<file path="config.mk">
export PLATFORM = sky130hd
export DESIGN_NAME = rdr_frame_ser
export DESIGN_NICKNAME = d
export VERILOG_FILES = /design/src/rtl/rfs_pkg.sv /design/src/rtl/rfs_phase_ctrl.sv /design/src/rtl/rfs_char_shift.sv /design/src/rtl/rfs_bit_out.sv /design/src/rtl/rdr_frame_ser.sv
export SDC_FILE = /design/constraint.sdc
export NUM_CORES = 1
export LEC_CHECK = 0
export ABC_AREA = 1
export CAP_MARGIN = 10
export CORE_ASPECT_RATIO = 1.2
export CORE_MARGIN = 4
export CORE_UTILIZATION = 42
export CTS_CLUSTER_DIAMETER = 120
export DETAILED_ROUTE_END_ITERATION = 7
export GPL_ROUTABILITY_DRIVEN = 0
export PLACE_DENSITY = 0.73
export SLEW_MARGIN = 20
export SYNTH_ARGS = -nofsm -noshare
export SYNTH_HDL_FRONTEND = slang
export SYNTH_HIERARCHICAL = 1
export SYNTH_SLANG_ARGS = --single-unit
</file>
<file path="constraint.sdc">
create_clock -name clk -period 3.5 [get_ports clk]
set_input_delay 0.525 -clock clk [delete_from_list [all_inputs] [get_ports clk]]
set_output_delay 0.525 -clock clk [all_outputs]
set_load 0.03 [all_outputs]
</file>
<file path="src/rtl/rfs_pkg.sv">
package rfs_pkg;

  typedef enum logic [3:0] {
    PH_IDLE,
    PH_LEAD,
    PH_SOF,
    PH_GAP,
    PH_CHAR,
    PH_PRE,
    PH_EOF,
    PH_POST,
    PH_GUARD
  } rfs_phase_e;

  function automatic int rfs_max(input int a, input int b);
    return (a > b) ? a : b;
  endfunction

endpackage

</file>
<file path="src/rtl/rfs_phase_ctrl.sv">
module rfs_phase_ctrl
  import rfs_pkg::*;
#(
  parameter int DATA_W     = 8,
  parameter int LEAD_ONES  = 10,
  parameter int SOF_ZEROS  = 11,
  parameter int GAP_ONES   = 2,
  parameter int PRE_ONES   = 1,
  parameter int EOF_ZEROS  = 11,
  parameter int POST_ONES  = 8,
  parameter int GUARD_ONES = 10,
  parameter int LEN_W      = 7,
  parameter int ADDR_W     = 6,
  parameter int CNT_W      = 4
) (
  input  logic              clk,
  input  logic              rst,
  input  logic              start,
  input  logic              tick,
  input  logic [LEN_W-1:0]  frame_len,
  output rfs_phase_e        phase,
  output logic [CNT_W-1:0]  cnt,
  output logic [ADDR_W-1:0] rd_addr,
  output logic              load,
  output logic              last
);

  localparam int CHAR_BITS = DATA_W + 2;

  logic [LEN_W-1:0] len_q;
  logic [LEN_W-1:0] byte_idx;
  logic [CNT_W-1:0] run_last;
  rfs_phase_e       phase_nx;
  logic             step;
  logic             at_end;
  logic             final_byte;

  always_comb begin
    case (phase)
      PH_LEAD:  run_last = CNT_W'(LEAD_ONES - 1);
      PH_SOF:   run_last = CNT_W'(SOF_ZEROS - 1);
      PH_GAP:   run_last = CNT_W'(GAP_ONES - 1);
      PH_CHAR:  run_last = CNT_W'(CHAR_BITS - 1);
      PH_PRE:   run_last = CNT_W'(PRE_ONES - 1);
      PH_EOF:   run_last = CNT_W'(EOF_ZEROS - 1);
      PH_POST:  run_last = CNT_W'(POST_ONES - 1);
      PH_GUARD: run_last = CNT_W'(GUARD_ONES - 1);
      default:  run_last = '0;
    endcase
  end

  assign step       = tick && (phase != PH_IDLE);
  assign at_end     = (cnt == run_last);
  assign final_byte = ((byte_idx + LEN_W'(1)) == len_q);
  assign load       = step && (phase == PH_CHAR) && (cnt == '0);
  assign last       = step && (phase == PH_GUARD) && at_end;

  always_comb begin
    case (phase)
      PH_LEAD:  phase_nx = PH_SOF;
      PH_SOF:   phase_nx = PH_GAP;
      PH_GAP:   phase_nx = (len_q == '0) ? PH_PRE : PH_CHAR;
      PH_CHAR:  phase_nx = final_byte ? PH_PRE : PH_CHAR;
      PH_PRE:   phase_nx = PH_EOF;
      PH_EOF:   phase_nx = PH_POST;
      PH_POST:  phase_nx = PH_GUARD;
      default:  phase_nx = PH_IDLE;
    endcase
  end

  always_ff @(posedge clk) begin
    if (rst) begin
      phase    <= PH_IDLE;
      cnt      <= '0;
      len_q    <= '0;
      byte_idx <= '0;
      rd_addr  <= '0;
    end else if (phase == PH_IDLE) begin
      if (start) begin
        phase    <= PH_LEAD;
        cnt      <= '0;
        len_q    <= frame_len;
        byte_idx <= '0;
        rd_addr  <= '0;
      end
    end else if (step) begin
      if (at_end) begin
        phase <= phase_nx;
        cnt   <= '0;
        if (phase == PH_CHAR) byte_idx <= byte_idx + LEN_W'(1);
      end else begin
        cnt <= cnt + CNT_W'(1);
      end
      if (load) rd_addr <= rd_addr + ADDR_W'(1);
    end
  end

  // without a tick the position in the frame does not move
  assert_hold_no_tick_R2: assert property (@(posedge clk) disable iff (rst)
    (phase != PH_IDLE && !tick) |=> ($stable(phase) && $stable(cnt)));

  // a start during a frame leaves the captured length alone
  assert_len_held_R9: assert property (@(posedge clk) disable iff (rst)
    (phase != PH_IDLE && start) |=> $stable(len_q));

  // the read address only advances when a character begins
  assert_addr_on_load_R5: assert property (@(posedge clk) disable iff (rst)
    (phase != PH_IDLE && !load) |=> $stable(rd_addr));

endmodule

</file>
<file path="src/rtl/rfs_char_shift.sv">
module rfs_char_shift
  import rfs_pkg::*;
#(
  parameter int DATA_W = 8,
  parameter int CNT_W  = 4
) (
  input  logic              clk,
  input  logic              rst,
  input  logic              tick,
  input  rfs_phase_e        phase,
  input  logic [CNT_W-1:0]  cnt,
  input  logic              load,
  input  logic [DATA_W-1:0] rd_data,
  output logic              data_bit
);

  logic [DATA_W-1:0] sh;
  logic              shift;

  assign shift = tick && (phase == PH_CHAR) && (cnt != '0) &&
                 (cnt <= CNT_W'(DATA_W));

  always_ff @(posedge clk) begin
    if (rst) begin
      sh <= '0;
    end else if (load) begin
      sh <= rd_data;
    end else if (shift) begin
      sh <= sh >> 1;
    end
  end

  assign data_bit = sh[0];

endmodule

</file>
<file path="src/rtl/rfs_bit_out.sv">
module rfs_bit_out
  import rfs_pkg::*;
#(
  parameter int DATA_W = 8,
  parameter int CNT_W  = 4
) (
  input  logic             clk,
  input  logic             rst,
  input  logic             tick,
  input  rfs_phase_e       phase,
  input  logic [CNT_W-1:0] cnt,
  input  logic             data_bit,
  input  logic             last,
  output logic             bit_out,
  output logic             bit_valid,
  output logic             done
);

  logic bit_nx;
  logic last_q;

  always_comb begin
    case (phase)
      PH_SOF, PH_EOF: bit_nx = 1'b0;
      PH_CHAR: begin
        if (cnt == '0)                     bit_nx = 1'b0;
        else if (cnt == CNT_W'(DATA_W + 1)) bit_nx = 1'b1;
        else                               bit_nx = data_bit;
      end
      default: bit_nx = 1'b1;
    endcase
  end

  always_ff @(posedge clk) begin
    if (rst) begin
      bit_out   <= 1'b1;
      bit_valid <= 1'b0;
      last_q    <= 1'b0;
      done      <= 1'b0;
    end else begin
      bit_valid <= tick && (phase != PH_IDLE);
      if (tick && (phase != PH_IDLE)) bit_out <= bit_nx;
      last_q <= last;
      done   <= last_q;
    end
  end

  // every valid bit is the answer to a tick one clock earlier
  assert_valid_after_tick_R2: assert property (@(posedge clk) disable iff (rst)
    bit_valid |-> $past(tick));

  // start-of-frame bits leave low
  assert_sof_low_R3: assert property (@(posedge clk) disable iff (rst)
    (phase == PH_SOF && tick) |=> (bit_valid && !bit_out));

  // the stop bit of each character is high
  assert_stop_high_R5: assert property (@(posedge clk) disable iff (rst)
    (phase == PH_CHAR && cnt == CNT_W'(DATA_W + 1) && tick) |=> bit_out);

  // guard bits are high
  assert_guard_high_R7: assert property (@(posedge clk) disable iff (rst)
    (phase == PH_GUARD && tick) |=> (bit_valid && bit_out));

  // done lasts a single clock
  assert_done_single_R8: assert property (@(posedge clk) disable iff (rst)
    done |=> !done);

endmodule

</file>
<file path="src/rtl/rdr_frame_ser.sv">
module rdr_frame_ser
  import rfs_pkg::*;
#(
  parameter int DATA_W     = 8,
  parameter int MAX_LEN    = 64,
  parameter int LEAD_ONES  = 10,
  parameter int SOF_ZEROS  = 11,
  parameter int GAP_ONES   = 2,
  parameter int PRE_ONES   = 1,
  parameter int EOF_ZEROS  = 11,
  parameter int POST_ONES  = 8,
  parameter int GUARD_ONES = 10,
  localparam int LEN_W     = $clog2(MAX_LEN + 1),
  localparam int ADDR_W    = $clog2(MAX_LEN)
) (
  input  logic              clk,
  input  logic              rst,
  input  logic              start,
  input  logic [LEN_W-1:0]  frame_len,
  input  logic              etu_tick,
  output logic [ADDR_W-1:0] rd_addr,
  input  logic [DATA_W-1:0] rd_data,
  output logic              bit_out,
  output logic              bit_valid,
  output logic              done
);

  localparam int MAX_RUN = rfs_max(
    rfs_max(rfs_max(LEAD_ONES, SOF_ZEROS), rfs_max(GAP_ONES, PRE_ONES)),
    rfs_max(rfs_max(EOF_ZEROS, POST_ONES), rfs_max(GUARD_ONES, DATA_W + 2)));
  localparam int CNT_W = $clog2(MAX_RUN + 1);

  rfs_phase_e       phase;
  logic [CNT_W-1:0] cnt;
  logic             load;
  logic             last;
  logic             data_bit;

  rfs_phase_ctrl #(
    .DATA_W(DATA_W), .LEAD_ONES(LEAD_ONES), .SOF_ZEROS(SOF_ZEROS),
    .GAP_ONES(GAP_ONES), .PRE_ONES(PRE_ONES), .EOF_ZEROS(EOF_ZEROS),
    .POST_ONES(POST_ONES), .GUARD_ONES(GUARD_ONES),
    .LEN_W(LEN_W), .ADDR_W(ADDR_W), .CNT_W(CNT_W)
  ) u_ctrl (
    .clk(clk), .rst(rst), .start(start), .tick(etu_tick),
    .frame_len(frame_len), .phase(phase), .cnt(cnt),
    .rd_addr(rd_addr), .load(load), .last(last)
  );

  rfs_char_shift #(.DATA_W(DATA_W), .CNT_W(CNT_W)) u_shift (
    .clk(clk), .rst(rst), .tick(etu_tick), .phase(phase), .cnt(cnt),
    .load(load), .rd_data(rd_data), .data_bit(data_bit)
  );

  rfs_bit_out #(.DATA_W(DATA_W), .CNT_W(CNT_W)) u_out (
    .clk(clk), .rst(rst), .tick(etu_tick), .phase(phase), .cnt(cnt),
    .data_bit(data_bit), .last(last),
    .bit_out(bit_out), .bit_valid(bit_valid), .done(done)
  );

endmodule

</file>
==> qor.yml <==
die:
  io_pins: 28
  coreArea_um2: 5705
  num_rows: 30
  start_util: 0.4375
  die_w_um: 78.38
  dieArea_um2: 7246
  fp.dieH_um: 92.45
global_routing:
  grtUsageTotal: 0.1604
  grt_pass1_vias: 2292
  grt_pass1_wl_um: 9494
  antenna_found_initial: 0
  grt_max_degree: 19
  grt_overflow: 0
status:
  status: "completed"
critical_path:
  crit_top_cell: "nand2_1"
  critical-path-top-delay-family: "simple AND/OR/NAND/NOR gates"
  crit_path_start: "u_ctrl/phase[3]$_SDFFE_PP0P_"
  path_buf_inv: 3
  arrival_ns: 2.79
  endpoint_kind: "register"
  crit_chain: "nor2_2 -> nand2_2 -> inv_2 -> nand2_4 -> nand2_2 -> nand2_2 -> a21oi_1 -> nand2_1 -> ha_1 -> inv_1 -> nand2_1 -> nand2_1 -> nand2_1 -> nand2_1 -> inv_1"
  worstReg2RegStart: "u_ctrl/phase[3]$_SDFFE_PP0P_"
  crit_type: "reg -> reg"
  crit_required_ns: 3.70
  cp_slowest_cell: "dfxtp_1"
  crit_fanout: 17
  cp_slowest_stage_delay_ns: 0.42
  startpoint_type: "register"
route:
  drcViolationCount: 0
  drtIter0Drc: 175
  wl_um: 5542
  via_count: 2365
  firstDrtPassIters: 4
  ant_nets: 0
  wire_per_inst_um: 11.22
  post_drt_via_cell_ratio: 4.787
timing:
  slew_headroom: 0.5884
  fmax_mhz: 386.8
  drv_slew: 0
  hold_slack_ns: 0.4056
  setup_tns_ns: 0
  setup_viol: 0
  tightest_slew_ns: 0.6141
  rsz0062_at_grt: "false"
  period_share: 0.7387
  finalClockSkew_ns: 0.009426
  hold_violations: 0
  finalCriticalPeriod_ns: 2.585
finish:
  num_antenna_cells: 0
  stdcell_count: 494
  drive_gt1_frac: 0.08937
  fin_util: 0.5162
  area_delta_synth_final_pct: 17.99
  nets: 438
place:
  hpwlAfterDp_um: 4194
  placed_cells: 486
  io_buffers: 27
yosys:
  synth_fp_nets: 411
  ys_warn_count: 6
  netlist_area_um2: 2496
  synth.distinct_cells: 34
  synth_seq_cells: 44
  synth-seq-area-share: 0.3529
  avgSynthCellArea_um2: 6.467
  syn-instance-count: 386
cts:
  htreeDepth: 2
  worst_skew_pair.late_latency_ns: 0.30
  tritoncts: "built"
  cts.path.max_buffers: 2
  hold_buffers: 0
  cts-resized-gates: 0
  cts-buffers-inserted: 5
  ctsRootBufferMaster: "clkbuf_8"
  post_cts_buffers: 0
  clkSinkCount: 44
  clk_pin_slew_ns: 0.08
power:
  ir_drop_v: 0.0004623
  p_per_area_nw_per_um2: 737.9
  p_leak_nw: 1.270
hold_path:
  hold_path.class: "reg -> reg"
  worstHoldStart: "u_out/last_q$_SDFF_PP0_"
job:
  drv_cap: 0
-- synth_stat cells (all sizes together) --
master,n,area (um^2)
nand2,134,530.5
inv,54,205.2
dfxtp,44,880.8
nor2,37,158.9
nand3,35,197.7
a21oi,32,186.4
o21ai,17,85.08
nor3,7,40.04
ha,6,75.07
buf,5,38.78
nand4,4,25.02
clkbuf,3,11.26
a211oi,1,7.510
a32oi,1,8.760
and3,1,6.260
nor4,1,6.260
o21a,1,7.510
o21bai,1,7.510
xnor2,1,8.760
xor2,1,8.760
-- worst paths after layout --
path / endpoint / slack [ns] / depth (start not counted)
hold / removal: u_out/done$_SDFF_PP0_ / 0.41 / 2
hold reg to reg: u_out/done$_SDFF_PP0_ / 0.41 / 2
setup reg to reg: u_ctrl/run_last[3]$_DFF_P_ / 0.91 / 15
setup / recovery: u_ctrl/run_last[3]$_DFF_P_ / 0.91 / 15
-- sequential cells by signal (all words and copies together) (netlist names) --
signal / cells
u_out/last_q: 1
u_ctrl/run_last: 4
u_out/bit_out: 1
u_ctrl/cnt: 4
u_ctrl/phase: 4
u_out/done: 1
u_ctrl/byte_idx: 7
u_shift/sh: 8
u_out/bit_valid: 1
u_ctrl/len_q: 7
u_ctrl/rd_addr: 6
-- area by class of cell --
cell class                 count  area [um^2]
clock buffer                   6        82.58
clock inverter                 2        38.79
fill                         593         2760
inverter                      54        205.2
multi-input combinational    280         1360
sequential                    44        880.8
tap                           80        100.1
timing repair buffer          28        277.8
-- metal layers --
| layer | vias up | GRT usage | share of wire |
|---|---|---|---|
| li1 | 1273 | - | - |
| met1 | 1046 | 0.1768 | 0.45 |
| met2 | 39 | 0.3000 | 0.51 |
| met3 | 7 | 0.03794 | 0.031 |
| met4 | 0 | 0.04956 | 0.010 |
| met5 | - | 0 | 0 |
-- worst reg2reg max path, stage by stage (launching register included) --
cell and delay (ns):
dfxtp_1 0.42, nor2_2 0.18, nand2_2 0.13, inv_2 0.15, nand2_4 0.14, nand2_2 0.23
nand2_2 0.15, a21oi_1 0.26, nand2_1 0.17, ha_1 0.33, inv_1 0.08, nand2_1 0.06
nand2_1 0.06, nand2_1 0.05, nand2_1 0.05, inv_1 0.03
-- stage by stage --
step	setup WS [ns]	instance area, um^2	power [mW]
after floorplan	1.467	2496	1.532
after global placement	0.9000	2824	1.721
after detailed placement	0.7791	2824	1.755
after CTS	0.9574	2945	2.177
after global routing	0.6976	2945	2.376
final	0.9147	2945	2.173
-- layout by cell type (no fill, tap or decap), drive strengths merged, types with 4 or more instances in the layout --
cell,Yosys,final
a21oi,32,32
clkbuf,3,6
clkdlybuf4s50,0,27
dfxtp,44,44
ha,6,6
inv,54,54
nand2,134,134
nand3,35,35
nand4,4,4
nor2,37,37
nor3,7,7
o21ai,17,17
-- cells by family (layout without fill, tap and decap cells) --
family                   Yosys count  in the layout  synth area share
AO/OA/AOI/OAI                     53             53            0.1213
XOR/XNOR                           2              2          0.007019
adder cells (fa/ha/maj)            6              6           0.03007
buffers and inverters             62             90            0.1023
flip-flops                        44             44            0.3529
AND/OR/NAND/NOR                  219            219            0.3865
-- power by group --
part / switching (mW) / internal (mW)
registers: 0.106 / 0.608
clock network: 0.180 / 0.234
logic: 0.707 / 0.339
Note: power is estimated with default switching activity, not from simulation.
